File: config.mk
export PLATFORM = sky130hd
export DESIGN_NAME = e1_spare_bit_rx
export DESIGN_NICKNAME = d
export VERILOG_FILES = /design/src/rtl/e1sb_pkg.sv /design/src/rtl/e1sb_timing.sv /design/src/rtl/e1sb_strobe.sv /design/src/rtl/e1sb_capture.sv /design/src/rtl/e1_spare_bit_rx.sv
export SDC_FILE = /design/constraint.sdc
export NUM_CORES = 1
export LEC_CHECK = 0
export ABC_AREA = 1
export BUFFER_PORTS_ARGS = -buffer_cell sky130_fd_sc_hd__buf_2
export CAP_MARGIN = 20
export CORE_MARGIN = 8
export CORE_UTILIZATION = 40
export CTS_CLUSTER_SIZE = 30
export DETAILED_ROUTE_END_ITERATION = 7
export GPL_TIMING_DRIVEN = 0
export PLACE_DENSITY = 0.7
export SETUP_SLACK_MARGIN = 0.15
export SYNTH_ARGS = -nofsm -noshare
export SYNTH_HDL_FRONTEND = slang
export SYNTH_HIERARCHICAL = 1
export SYNTH_SLANG_ARGS = --single-unit
File: constraint.sdc
create_clock -name clk -period 2.37 [get_ports clk]
set_clock_uncertainty 0.15 [all_clocks]
set_input_delay 0.1185 -clock clk [delete_from_list [all_inputs] [get_ports clk]]
set_output_delay 0.1185 -clock clk [all_outputs]
set_load 0.01 [all_outputs]
File: src/rtl/e1sb_pkg.sv
package e1sb_pkg;

    localparam int TS0_LEN  = 8;   // bits in timeslot 0
    localparam int SA_FIRST = 3;   // 0-based frame position of Sa4
    localparam int SA_NUM   = 5;   // Sa4..Sa8

    typedef enum logic {
        FRM_NONALIGN = 1'b0,
        FRM_ALIGN    = 1'b1
    } frm_kind_t;

    typedef enum logic {
        SYNC_EACH = 1'b0,
        SYNC_PAIR = 1'b1
    } sync_mode_t;

    // Context of the bit period currently on link_data
    typedef struct packed {
        logic      valid;    // framer position known
        frm_kind_t kind;     // align or non-align frame
        logic      in_ts0;   // bit lies in timeslot 0
        logic [2:0] idx;     // position inside timeslot 0
    } bit_ctx_t;

    function automatic logic sa_pick(input logic [2:0] idx,
                                     input logic [SA_NUM-1:0] mask);
        logic r;
        r = 1'b0;
        for (int k = 0; k < SA_NUM; k++) begin
            if (idx == 3'(SA_FIRST + k)) r = mask[k];
        end
        return r;
    endfunction

endpackage

File: src/rtl/e1sb_timing.sv
module e1sb_timing
    import e1sb_pkg::*;
#(
    parameter int FRAME_BITS   = 256,
    parameter int CLKS_PER_BIT = 8
) (
    input  logic     clk,
    input  logic     rst,
    input  logic     bit_en,
    input  logic     rx_bit,
    input  logic     frm_start,
    input  logic     frm_is_align,
    output bit_ctx_t ctx,
    output logic     tick,
    output logic     half_hi,
    output logic     link_data
);

    localparam int CW  = $clog2(FRAME_BITS);
    localparam int PHW = $clog2(CLKS_PER_BIT);
    localparam logic [CW-1:0]  POS_LAST = CW'(FRAME_BITS - 1);
    localparam logic [PHW-1:0] PH_MAX   = PHW'(CLKS_PER_BIT - 1);
    localparam logic [PHW-1:0] PH_HALF  = PHW'(CLKS_PER_BIT / 2);

    logic [CW-1:0]  pos_q;
    logic [PHW-1:0] phase_q;
    frm_kind_t      kind_q;
    logic           locked_q;

    always_ff @(posedge clk) begin
        if (rst) begin
            pos_q     <= '0;
            phase_q   <= '0;
            kind_q    <= FRM_NONALIGN;
            locked_q  <= 1'b0;
            tick      <= 1'b0;
            link_data <= 1'b0;
        end else begin
            tick <= bit_en;
            if (bit_en) begin
                link_data <= rx_bit;
                phase_q   <= '0;
                if (frm_start) begin
                    pos_q    <= '0;
                    kind_q   <= frm_kind_t'(frm_is_align);
                    locked_q <= 1'b1;
                end else if (locked_q) begin
                    if (pos_q == POS_LAST) begin
                        pos_q  <= '0;
                        kind_q <= (kind_q == FRM_ALIGN) ? FRM_NONALIGN : FRM_ALIGN;
                    end else begin
                        pos_q <= pos_q + 1'b1;
                    end
                end
            end else if (phase_q != PH_MAX) begin
                phase_q <= phase_q + 1'b1;
            end
        end
    end

    always_comb begin
        ctx.valid  = locked_q;
        ctx.kind   = kind_q;
        ctx.in_ts0 = (pos_q < CW'(TS0_LEN));
        ctx.idx    = pos_q[2:0];
        half_hi    = (phase_q >= PH_HALF);
    end

endmodule

File: src/rtl/e1sb_strobe.sv
module e1sb_strobe
    import e1sb_pkg::*;
(
    input  bit_ctx_t          ctx,
    input  logic              half_hi,
    input  sync_mode_t        mode,
    input  logic [SA_NUM-1:0] sa_mask,
    output logic              link_clk,
    output logic              sync_out
);

    always_comb begin
        link_clk = ctx.valid && (ctx.kind == FRM_NONALIGN) && ctx.in_ts0
                   && sa_pick(ctx.idx, sa_mask) && half_hi;
        sync_out = ctx.valid && ctx.in_ts0 && (ctx.idx == 3'd0)
                   && ((mode == SYNC_EACH) || (ctx.kind == FRM_ALIGN));
    end

endmodule

File: src/rtl/e1sb_capture.sv
module e1sb_capture
    import e1sb_pkg::*;
(
    input  logic     clk,
    input  logic     rst,
    input  logic     tick,
    input  bit_ctx_t ctx,
    input  logic     link_data,
    input  logic     flag_clr,
    output logic [TS0_LEN-1:0] af_reg,
    output logic [TS0_LEN-1:0] naf_reg,
    output logic     rdy_flag
);

    logic [TS0_LEN-1:0] shift_q, shift_n;
    logic [TS0_LEN-1:0] af_sh, naf_sh;
    logic               af_ok, pend;

    assign shift_n = {shift_q[TS0_LEN-2:0], link_data};

    always_ff @(posedge clk) begin
        if (rst) begin
            shift_q  <= '0;
            af_sh    <= '0;
            naf_sh   <= '0;
            af_ok    <= 1'b0;
            pend     <= 1'b0;
            af_reg   <= '0;
            naf_reg  <= '0;
            rdy_flag <= 1'b0;
        end else begin
            pend <= 1'b0;
            if (tick && ctx.valid && ctx.in_ts0) begin
                shift_q <= shift_n;
                if (ctx.idx == 3'(TS0_LEN - 1)) begin
                    if (ctx.kind == FRM_ALIGN) begin
                        af_sh <= shift_n;
                        af_ok <= 1'b1;
                    end else begin
                        naf_sh <= shift_n;
                        pend   <= af_ok;
                        af_ok  <= 1'b0;
                    end
                end
            end
            if (pend) begin
                af_reg   <= af_sh;
                naf_reg  <= naf_sh;
                rdy_flag <= 1'b1;
            end else if (flag_clr) begin
                rdy_flag <= 1'b0;
            end
        end
    end


    hold_chk: assert property (@(posedge clk) disable iff (rst)
        !pend |=> ($stable(af_reg) && $stable(naf_reg)));


    sticky_chk: assert property (@(posedge clk) disable iff (rst)
        (rdy_flag && !flag_clr) |=> rdy_flag);

endmodule

File: src/rtl/e1_spare_bit_rx.sv
module e1_spare_bit_rx
    import e1sb_pkg::*;
#(
    parameter int FRAME_BITS   = 256,
    parameter int CLKS_PER_BIT = 8
) (
    input  logic       clk,
    input  logic       rst,
    input  logic       bit_en,
    input  logic       rx_bit,
    input  logic       frm_start,
    input  logic       frm_is_align,
    input  logic       sync_mode,
    input  logic [4:0] sa_mask,
    input  logic       flag_clr,
    output logic       link_data,
    output logic       link_clk,
    output logic       sync_out,
    output logic [7:0] af_reg,
    output logic [7:0] naf_reg,
    output logic       rdy_flag
);

    bit_ctx_t ctx;
    logic     tick, half_hi;

    e1sb_timing #(
        .FRAME_BITS  (FRAME_BITS),
        .CLKS_PER_BIT(CLKS_PER_BIT)
    ) u_timing (
        .clk         (clk),
        .rst         (rst),
        .bit_en      (bit_en),
        .rx_bit      (rx_bit),
        .frm_start   (frm_start),
        .frm_is_align(frm_is_align),
        .ctx         (ctx),
        .tick        (tick),
        .half_hi     (half_hi),
        .link_data   (link_data)
    );

    e1sb_strobe u_strobe (
        .ctx     (ctx),
        .half_hi (half_hi),
        .mode    (sync_mode_t'(sync_mode)),
        .sa_mask (sa_mask),
        .link_clk(link_clk),
        .sync_out(sync_out)
    );

    e1sb_capture u_capture (
        .clk      (clk),
        .rst      (rst),
        .tick     (tick),
        .ctx      (ctx),
        .link_data(link_data),
        .flag_clr (flag_clr),
        .af_reg   (af_reg),
        .naf_reg  (naf_reg),
        .rdy_flag (rdy_flag)
    );


    tick_low_chk: assert property (@(posedge clk) disable iff (rst)
        tick |-> !link_clk);


    data_stable_chk: assert property (@(posedge clk) disable iff (rst)
        $rose(link_clk) |-> $stable(link_data));


    pub_flag_chk: assert property (@(posedge clk) disable iff (rst)
        ((af_reg != $past(af_reg)) || (naf_reg != $past(naf_reg))) |-> rdy_flag);

endmodule

* Yosys cells after proc, flatten, opt, wreduce, memory -nomap -nowiden *
Cells that the tools add are included.

storage, ports and cells
  flip-flop bits (word level) = 57
  input bits = 13
  output and inout port bits = 20
  logic and storage cells = 66

operators by class
  $add $sub $neg = 2
  magnitude comparators = 2
  eq/ne operators = 7
  mux-type cells = 15
  bitwise gates (word level) = 4
  reductions and logical operators = 22

operators by type and width
  operator                                            number
  2-to-1 mux 8 bit                                    3
  == test 3 bit, second input constant                4
  2-to-1 mux 1 bit                                    12
  logical AND 1 bit                                   9
  AND reduction 3 bit                                 3
  adder 8 x 1 -> 8 bit, second input constant         1
  == test 8 bit, second input constant                1
  < comparator 8 x 4 -> 1 bit, second input constant  1
  AND reduction 2 bit                                 3
  nonzero test 2 bit                                  3
  inverter 1 bit                                      4
  OR reduction 4 bit                                  1
  adder 3 x 1 -> 3 bit, second input constant         1
  == test 3 x 2 -> 1 bit, second input constant       1
  >= comparator 3 bit, second input constant          1
  logical NOT 3 bit                                   1
  inequality test 3 bit, second input constant        1
  OR reduction 2 bit                                  1
  logical OR 1 bit                                    1

* Depth between registers and ports, before layout *
Gate-level depths: netlist (run 1).

  depth after elaboration = 8
  gate-level depth with buffers = 9
  gate-level depth less buffers = 8

* Hierarchy *
The synthesis (run 1) kept the hierarchy.

modules (own cells, without submodules)
  module        instances  cells an instance  area an instance (um^2)  seq. area each (um^2)
  e1sb_capture  1          204                1594.0                   840.8
  e1sb_timing   1          103                760.7                    300.3
  e1sb_strobe   1          21                 91.3                     0.0

* Least setup slack after synthesis (run 1) *
OpenSTA, ideal clock, no wires.

  path type = reg-to-reg
  from = register u_timing.pos_q[3]
  to = register u_capture.naf_sh[4]
  arrival = 1.449 ns
  required time = 2.107 ns
  slack = 0.658 ns
  cell stages (with the launch flop) = 10
  buffers on the path = 1
  cells stage by stage = dfxtp_1 inv_1 nand3_1 nor3_1 nand3_4 inv_4 buf_6 nand3_1 nand2_1 nor2_1

RTL lines
  what                    RTL line            RTL
  start, declared         e1sb_timing.sv:25   logic [CW-1:0] pos_q;
  start signal, assigned  e1sb_timing.sv:52   pos_q <= pos_q + 1'b1;
  end signal, assigned    e1sb_capture.sv:40  naf_sh <= shift_n;
  end, declared           e1sb_capture.sv:16  logic [TS0_LEN-1:0] af_sh, naf_sh;

==> results of run 1 <==
-- final cells by class --
cell class                 instances  area [um^2]  area share
multi-input combinational        228         1110       0.369
timing repair buffer              39          230      0.0763
sequential                        57         1140       0.378
inverter                          29          111      0.0369
buffer                            14         86.3      0.0286
tap                               75         93.8      0.0311
clock inverter                     6          105      0.0348
clock buffer                      10          138      0.0456
-- what timing repair did --
item	CTS	global route
hold buffers	7	0
hold endpoints to repair	7	0
setup endpoints to repair	0	1
resized for setup	0	1
-- final timing paths --
path	endpoint	slack [ns]	cells past startpoint
max	link_clk	0.44	8
min	u_timing/kind_q	0.06	5
max reg2reg	u_capture/af_sh[6]	0.57	9
min reg2reg	u_capture/pend	0.29	2
-- per-layer routing --
metal,GRT usage,vias up,routed length (um)
met5,0,-,0
met2,0.209,30,2450
met1,0.137,966,2270
met4,0.0740,0,87
li1,-,1147,-
met3,0.0384,7,224
-- cells by family after synthesis --
kind of cell	share of synthesized area
compound gates	0.0967
xor+xnor	0.00358
fa+ha+maj	0.0205
buf+inv	0.0808
flops	0.466
simple gates	0.332
-- power breakdown --
part           total [mW]  switching [mW]  leakage (nW)  internal (mW)
registers           0.978         0.00841         0.461          0.969
logic               0.109          0.0659         0.793         0.0435
clock network        1.10           0.375         0.126          0.721
-- worst max-delay path: cells and delay by family (launching register included) --
kind | cells | cell delay, ns
flops | 1 | 0.36
simple gates | 6 | 0.75
buf+inv | 2 | 0.23
-- through the flow --
| stage | power, mW | area (um^2) | cells | setup slack [ns] |
|---|---|---|---|---|
| final | 2.18 | 3020 | 458 | 0.438 |
| after global routing | 2.26 | 3020 | 458 | 0.293 |
| after CTS | 2.21 | 3010 | 458 | 0.213 |
| after detailed placement | 1.10 | 2700 | 435 | 0.338 |
| after global placement | 1.10 | 2700 | 435 | 0.395 |
| after floorplan | 1.07 | 2450 | 328 | 0.658 |
-- layout by cell type (no fill, tap or decap), types with 3 or more instances in the layout --
cell / count
sky130_fd_sc_hd__buf_2: 37
sky130_fd_sc_hd__nand2_1: 50
sky130_fd_sc_hd__dlygate4sd3_1: 7
sky130_fd_sc_hd__clkinv_2: 3
sky130_fd_sc_hd__inv_1: 26
sky130_fd_sc_hd__bufinv_16: 3
sky130_fd_sc_hd__nand2_2: 3
sky130_fd_sc_hd__nor2_4: 4
sky130_fd_sc_hd__o21ai_1: 6
sky130_fd_sc_hd__nand3_1: 24
sky130_fd_sc_hd__clkbuf_8: 10
sky130_fd_sc_hd__o21ai_0: 22
sky130_fd_sc_hd__dfxtp_1: 57
sky130_fd_sc_hd__ha_1: 4
sky130_fd_sc_hd__nand4_1: 3
sky130_fd_sc_hd__a21oi_1: 16
sky130_fd_sc_hd__nand3_2: 3
sky130_fd_sc_hd__nor2_1: 80
sky130_fd_sc_hd__buf_4: 5
==> impl_summary.log, run 1 <==
[metrics] result of the run: finished, final reports clean
[metrics] commonest register cell after synthesis: sky130_fd_sc_hd__dfxtp_1
[metrics] Die Outline Area: 8870 um^2
[metrics] Highest Clock Rate: 0.518 GHz
[metrics] critical path class: register to output port
[metrics] number of antenna cells inserted: 0
[metrics] number of global-route vias before repair: 2,042
[metrics] timing startpoint of the critical path: u_timing/pos_q[3]
[metrics] distinct cell type count after synthesis: 30
[metrics] leading cell type by number of instances after synthesis: sky130_fd_sc_hd__nor2_1
[metrics] sort of element at the start of the critical path: register
[metrics] maximum count of clock buffers along a single path: 2
[metrics] GRT Util Overall: 0.125
[metrics] routability congestion estimate from global placement: 0.865
[metrics] cell-by-cell listing of the critical path: inv_1 -> nand3_1 -> nor3_2 -> nand2_1 -> nor2_1 -> nand3_1 -> nor2_1 -> buf_2
[metrics] largest fanout on the critical path: 6
[metrics] largest stage delay on the critical path: 0.36 ns
[metrics] final count of hold timing violations: 0
[metrics] Die Span X: 94.2 um
[metrics] arrival time of the worst setup path: around 1.7 ns
[metrics] global-route wire length before repair: about 8800 um
[metrics] Seq/Total Area, Yosys: 0.466
[metrics] count of antenna-violating nets left after detailed routing: 0
[metrics] Initial Utilization: 0.413
[metrics] EDFF count, synth: 0
[metrics] final worst hold slack: 0.0608 ns
[metrics] Fillers: 587
[metrics] FFs w/ async S/R, synth: 0
[metrics] CTS H-tree depth: 3
[metrics] fin. max-slew vios: 0
[metrics] setup violation total in the final timing report: 0
[metrics] worst endpoint required time: 2.10 ns
[metrics] post-synth top area cell: sky130_fd_sc_hd__dfxtp_1
[metrics] number of placement rows: 28
[metrics] average via count per standard cell: 4.69
[metrics] biggest area contributors in the synthesized netlist: sky130_fd_sc_hd__dfxtp_1, sky130_fd_sc_hd__nor2_1, sky130_fd_sc_hd__nand2_1, sky130_fd_sc_hd__nand3_1, sky130_fd_sc_hd__o21ai_0
[metrics] Tmin final: 1.93 ns
[metrics] TritonCTS Buffers: 9
[metrics] leakage power of the design: around 1.4 nW
[metrics] # port buffers: 32
[metrics] leading post-synthesis cells by instance count: sky130_fd_sc_hd__nor2_1, sky130_fd_sc_hd__dfxtp_1, sky130_fd_sc_hd__nand2_1, sky130_fd_sc_hd__inv_1, sky130_fd_sc_hd__nand3_1
[metrics] antenna violations before repair: 0
[metrics] Layout area overhead: 23.4%
[metrics] total grt overflow: 0
[metrics] count of nets after finishing: 395
[metrics] setup repair after global routing missed its margin: no
[metrics] Final Util: 0.510
[metrics] period utilisation layout: 0.815
[metrics] cell at the root of the clock tree: sky130_fd_sc_hd__clkbuf_8
[metrics] routed wire length: just over 5000 um
[metrics] DRT iter0 DRCs: 67
[metrics] share of layout cells above drive strength 1: 0.211
[metrics] TritonCTS clock tree: done
[metrics] Worst-Skew Late Latency: between 0.3 and 0.4 ns
[metrics] beginning of the worst register-to-register path: u_timing/pos_q[3]
[metrics] total DRC errors in the routed layout: 0
[metrics] number of warnings reported in the yosys synthesis log: 6
[metrics] clock-pin slew of the registers on the worst-case setup and hold paths: 0.07 ns
[metrics] DPL Wire Length: 3700 um
[metrics] average detailed-routed wire length per instance: approximately 11 um
[metrics] cell with the largest stage delay on the worst path: sky130_fd_sc_hd__dfxtp_1
[metrics] max-capacitance violation count: 0
[metrics] Post-Syn Area per Cell: between 7 and 8 um^2
[metrics] 1st-pass router iterations: 4
[metrics] Setup Fix Bufs, Post-CTS: 0
[metrics] relative slew slack: 0.761
[metrics] number of flip-flops and latches in the synthesized netlist: 57
[metrics] area of the mapped netlist: 2450 um^2
[metrics] PwrDens: 724 nW/um^2
[metrics] vias post-DR: 2,150
[metrics] critical path endpoint category: output port
[metrics] top cell type's share of synthesized area: 0.466
[metrics] worst-margin pin slew: 0.358 ns
[metrics] net count after synthesis: ~350
[metrics] source of the worst hold timing path: frm_is_align
[metrics] Vert. Die Dim: 94.2 um
[metrics] synthesized instance count: 328
[metrics] # clock sinks: 57
[metrics] sum of negative setup slack: 0 ns
[metrics] IR drop worst, VDD: 0.349 mV
[metrics] area inside the core boundary: 5920 um^2
[metrics] top-level I/O count: 33
[metrics] worst min path class: primary input to register
[metrics] maximum number of pins on one net before global-route repair: 11
Power figures use the tool's default switching activity.
==> run 2: changes to the inputs <==
PLACE_DENSITY = 0.72   (was 0.7)
clock period = 1.6 ns   (was 2.37 ns; I/O delays follow)
==> impl_summary.log, run 2 (synthesis results as in run 1) <==
[metrics] # port buffers: 32
[metrics] register-to-register setup slack: -0.12 ns
[metrics] DRT iter0 DRCs: 102
[metrics] area inside the core boundary: around 6000 um^2
[metrics] setup repair after global routing missed its margin: yes
[metrics] most common cell type on the critical path: sky130_fd_sc_hd__buf_6
[metrics] number of placement rows: 28
[metrics] commonest cells after routing, fill and taps aside: sky130_fd_sc_hd__nor2_1, sky130_fd_sc_hd__dfxtp_1, sky130_fd_sc_hd__nand2_1
[metrics] largest stage delay on the critical path: 0.35 ns
[metrics] critical path endpoint category: register
[metrics] IR drop worst, VDD: a little under 0.6 mV
[metrics] Die Outline Area: 8870 um^2
[metrics] total DRC errors in the routed layout: 0
[metrics] setup violation total in the final timing report: 25
[metrics] largest fanout on the critical path: 6
[metrics] cell family with most CP delay: simple AND/OR/NAND/NOR gates
[metrics] average via count per standard cell: 4.81
[metrics] number of antenna cells inserted: 0
[metrics] TritonCTS Buffers: 9
[metrics] clock-pin slew of the registers on the worst-case setup and hold paths: approximately 0.060 ns
[metrics] Cells on Worst Hold Path: 5
[metrics] violated checks: negative setup slack
[metrics] beginning of the worst register-to-register path: u_timing/pos_q[3]
[metrics] 1st-pass router iterations: 4
[metrics] fin. max-slew vios: 0
[metrics] reg-to-reg endpoint: u_capture/naf_sh[5]
[metrics] period utilisation layout: 1.07
[metrics] cell at the root of the clock tree: sky130_fd_sc_hd__clkbuf_8
[metrics] total area of multi-input combinational cells: 1240 um^2
[metrics] leakage power of the design: roughly 1.5 nW
[metrics] Tmin final: around 1.7 ns
[metrics] area taken by flip-flops and latches: 1150 um^2
[metrics] sort of element at the start of the critical path: register
[metrics] cell with the largest stage delay on the worst path: sky130_fd_sc_hd__dfxtp_4
[metrics] total grt overflow: 0
[metrics] result of the run: finished with violations
[metrics] post-layout worst setup margin: -0.116 ns
[metrics] Sw Share: 0.209
[metrics] Stages on worst setup path: 11
[metrics] average detailed-routed wire length per instance: 12.3 um
[metrics] count of nets after finishing: 411
[metrics] Layout area overhead: 35.7%
[metrics] routed wire length: 5850 um
[metrics] Cell Int Power: around 2.6 mW
[metrics] PwrDens: 988 nW/um^2
[metrics] most frequent standard cell in the layout excluding fill and tap cells: sky130_fd_sc_hd__nor2_1
[metrics] worst min-delay path endpoint: u_capture/af_sh[7]
[metrics] Vert. Die Dim: 94.2 um
[metrics] TritonCTS clock tree: done
[metrics] CTS H-tree depth: 3
[metrics] arrival time of the worst setup path: 1.80 ns
[metrics] source of the worst hold timing path: rst
[metrics] worst endpoint required time: 1.68 ns
[metrics] cell-by-cell listing of the critical path: inv_2 -> nand3_2 -> nor3_4 -> buf_6 -> buf_6 -> nand3_4 -> inv_4 -> buf_6 -> nand3_2 -> nand2_2 -> nor2_1
[metrics] relative slew slack: 0.723
[metrics] depth of the worst register-to-register path: 11
[metrics] # clock sinks: 57
[metrics] max-capacitance violation count: 0
[metrics] vias post-DR: 2,282
[metrics] relative contribution of sequential cells to total power: 0.442
[metrics] worst-margin pin slew: 0.415 ns
[metrics] Worst-Skew Late Latency: 0.33 ns
[metrics] Final Util: 0.560
[metrics] Die Span X: 94.2 um
[metrics] final count of hold timing violations: 0
[metrics] number of global-route vias before repair: ~2,200
[metrics] sw power: just under 700 uW
[metrics] GRT Util Overall: 0.133
[metrics] antenna violations before repair: 0
[metrics] Highest Clock Rate: 0.583 GHz
[metrics] worst setup slack after placement: -0.0777 ns
[metrics] critical path class: register to register
[metrics] combinational cell fraction of total power: 0.062
[metrics] DPL Wire Length: 3720 um
[metrics] routability congestion estimate from global placement: 0.890
[metrics] Initial Utilization: 0.413
[metrics] worst min path class: primary input to register
[metrics] Fillers: 516
[metrics] maximum count of clock buffers along a single path: 2
[metrics] proportion of power drawn by the clock network: 0.496
[metrics] count of antenna-violating nets left after detailed routing: 0
[metrics] final worst hold slack: 0.129 ns
[metrics] sum of buffers and inverters on the critical path: 5
[metrics] cell area after layout: 3320 um^2
[metrics] cell area after placement: between 2000 and 3000 um^2
[metrics] global-route wire length before repair: ~9400 um
[metrics] maximum number of pins on one net before global-route repair: 11
[metrics] top-level I/O count: 33
[metrics] share of layout cells above drive strength 1: 0.311
## run 2: stage by stage
step	instances	total power [mW]	setup TNS (ns)
2_1_floorplan	328	1.58	0
3_3_place_gp	435	1.62	-0.478
3_5_place_dp	435	1.63	-0.691
4_1_cts	471	3.30	-0.490
5_1_grt	474	3.41	-4.72
6_report	474	3.28	-1.75
## run 2: power groups by stage
| stage | Clock, mW | Combinational [mW] | Sequential [mW] |
|---|---|---|---|
| after CTS | 1.67 | 0.178 | 1.45 |
| after floorplan | 0 | 0.104 | 1.48 |
| after global placement | 0 | 0.147 | 1.48 |
| after global routing | 1.74 | 0.224 | 1.45 |
| after detailed placement | 0 | 0.152 | 1.48 |
| final | 1.63 | 0.203 | 1.45 |
## run 2: what timing repair did
item | 4_1_cts | 5_1_grt
gates resized for setup | 10 | 36
hold buffers | 9 | 0
buffers inserted | 8 | 3
endpoints found under the setup margin | 27 | 36
cloned | 3 | 1
pin swaps | 6 | 13
hold endpoints to repair | 11 | 0
## run 2: cell type report
cell class | instances | share of cell area
Tap cell | 75 | 0.0283
Clock buffer | 11 | 0.0426
Multi-Input combinational cell | 230 | 0.375
Inverter | 29 | 0.0336
Sequential cell | 57 | 0.347
Clock inverter | 5 | 0.0309
Buffer | 14 | 0.0279
Timing Repair Buffer | 53 | 0.115
## run 2: worst min-delay path, delay by kind of cell
family | cells | cell delay, ns
and+or+nand+nor | 2 | 0.11
buffers and inverters | 3 | 0.38
## run 2: metal layers
| layer | vias up | wire [um] | track usage |
|---|---|---|---|
| met3 | 12 | 264 | 0.0376 |
| met2 | 41 | 2890 | 0.225 |
| met5 | - | 0 | 0 |
| li1 | 1185 | - | - |
| met4 | 0 | 127 | 0.0819 |
| met1 | 1044 | 2570 | 0.144 |
## run 2: how the worst max path moves through the flow
stage	start	to	slack, ns
finish	u_timing/pos_q[3]	u_capture/naf_sh[5]	-0.12
global placement	u_timing/pos_q[7]	u_capture/naf_sh[5]	-0.06
detailed placement	u_timing/pos_q[5]	u_capture/af_sh[3]	-0.08
global route	u_timing/pos_q[7]	u_capture/naf_sh[5]	-0.24
CTS	u_timing/pos_q[3]	link_clk	-0.10
floorplan	u_timing/pos_q[3]	u_capture/naf_sh[4]	0.08
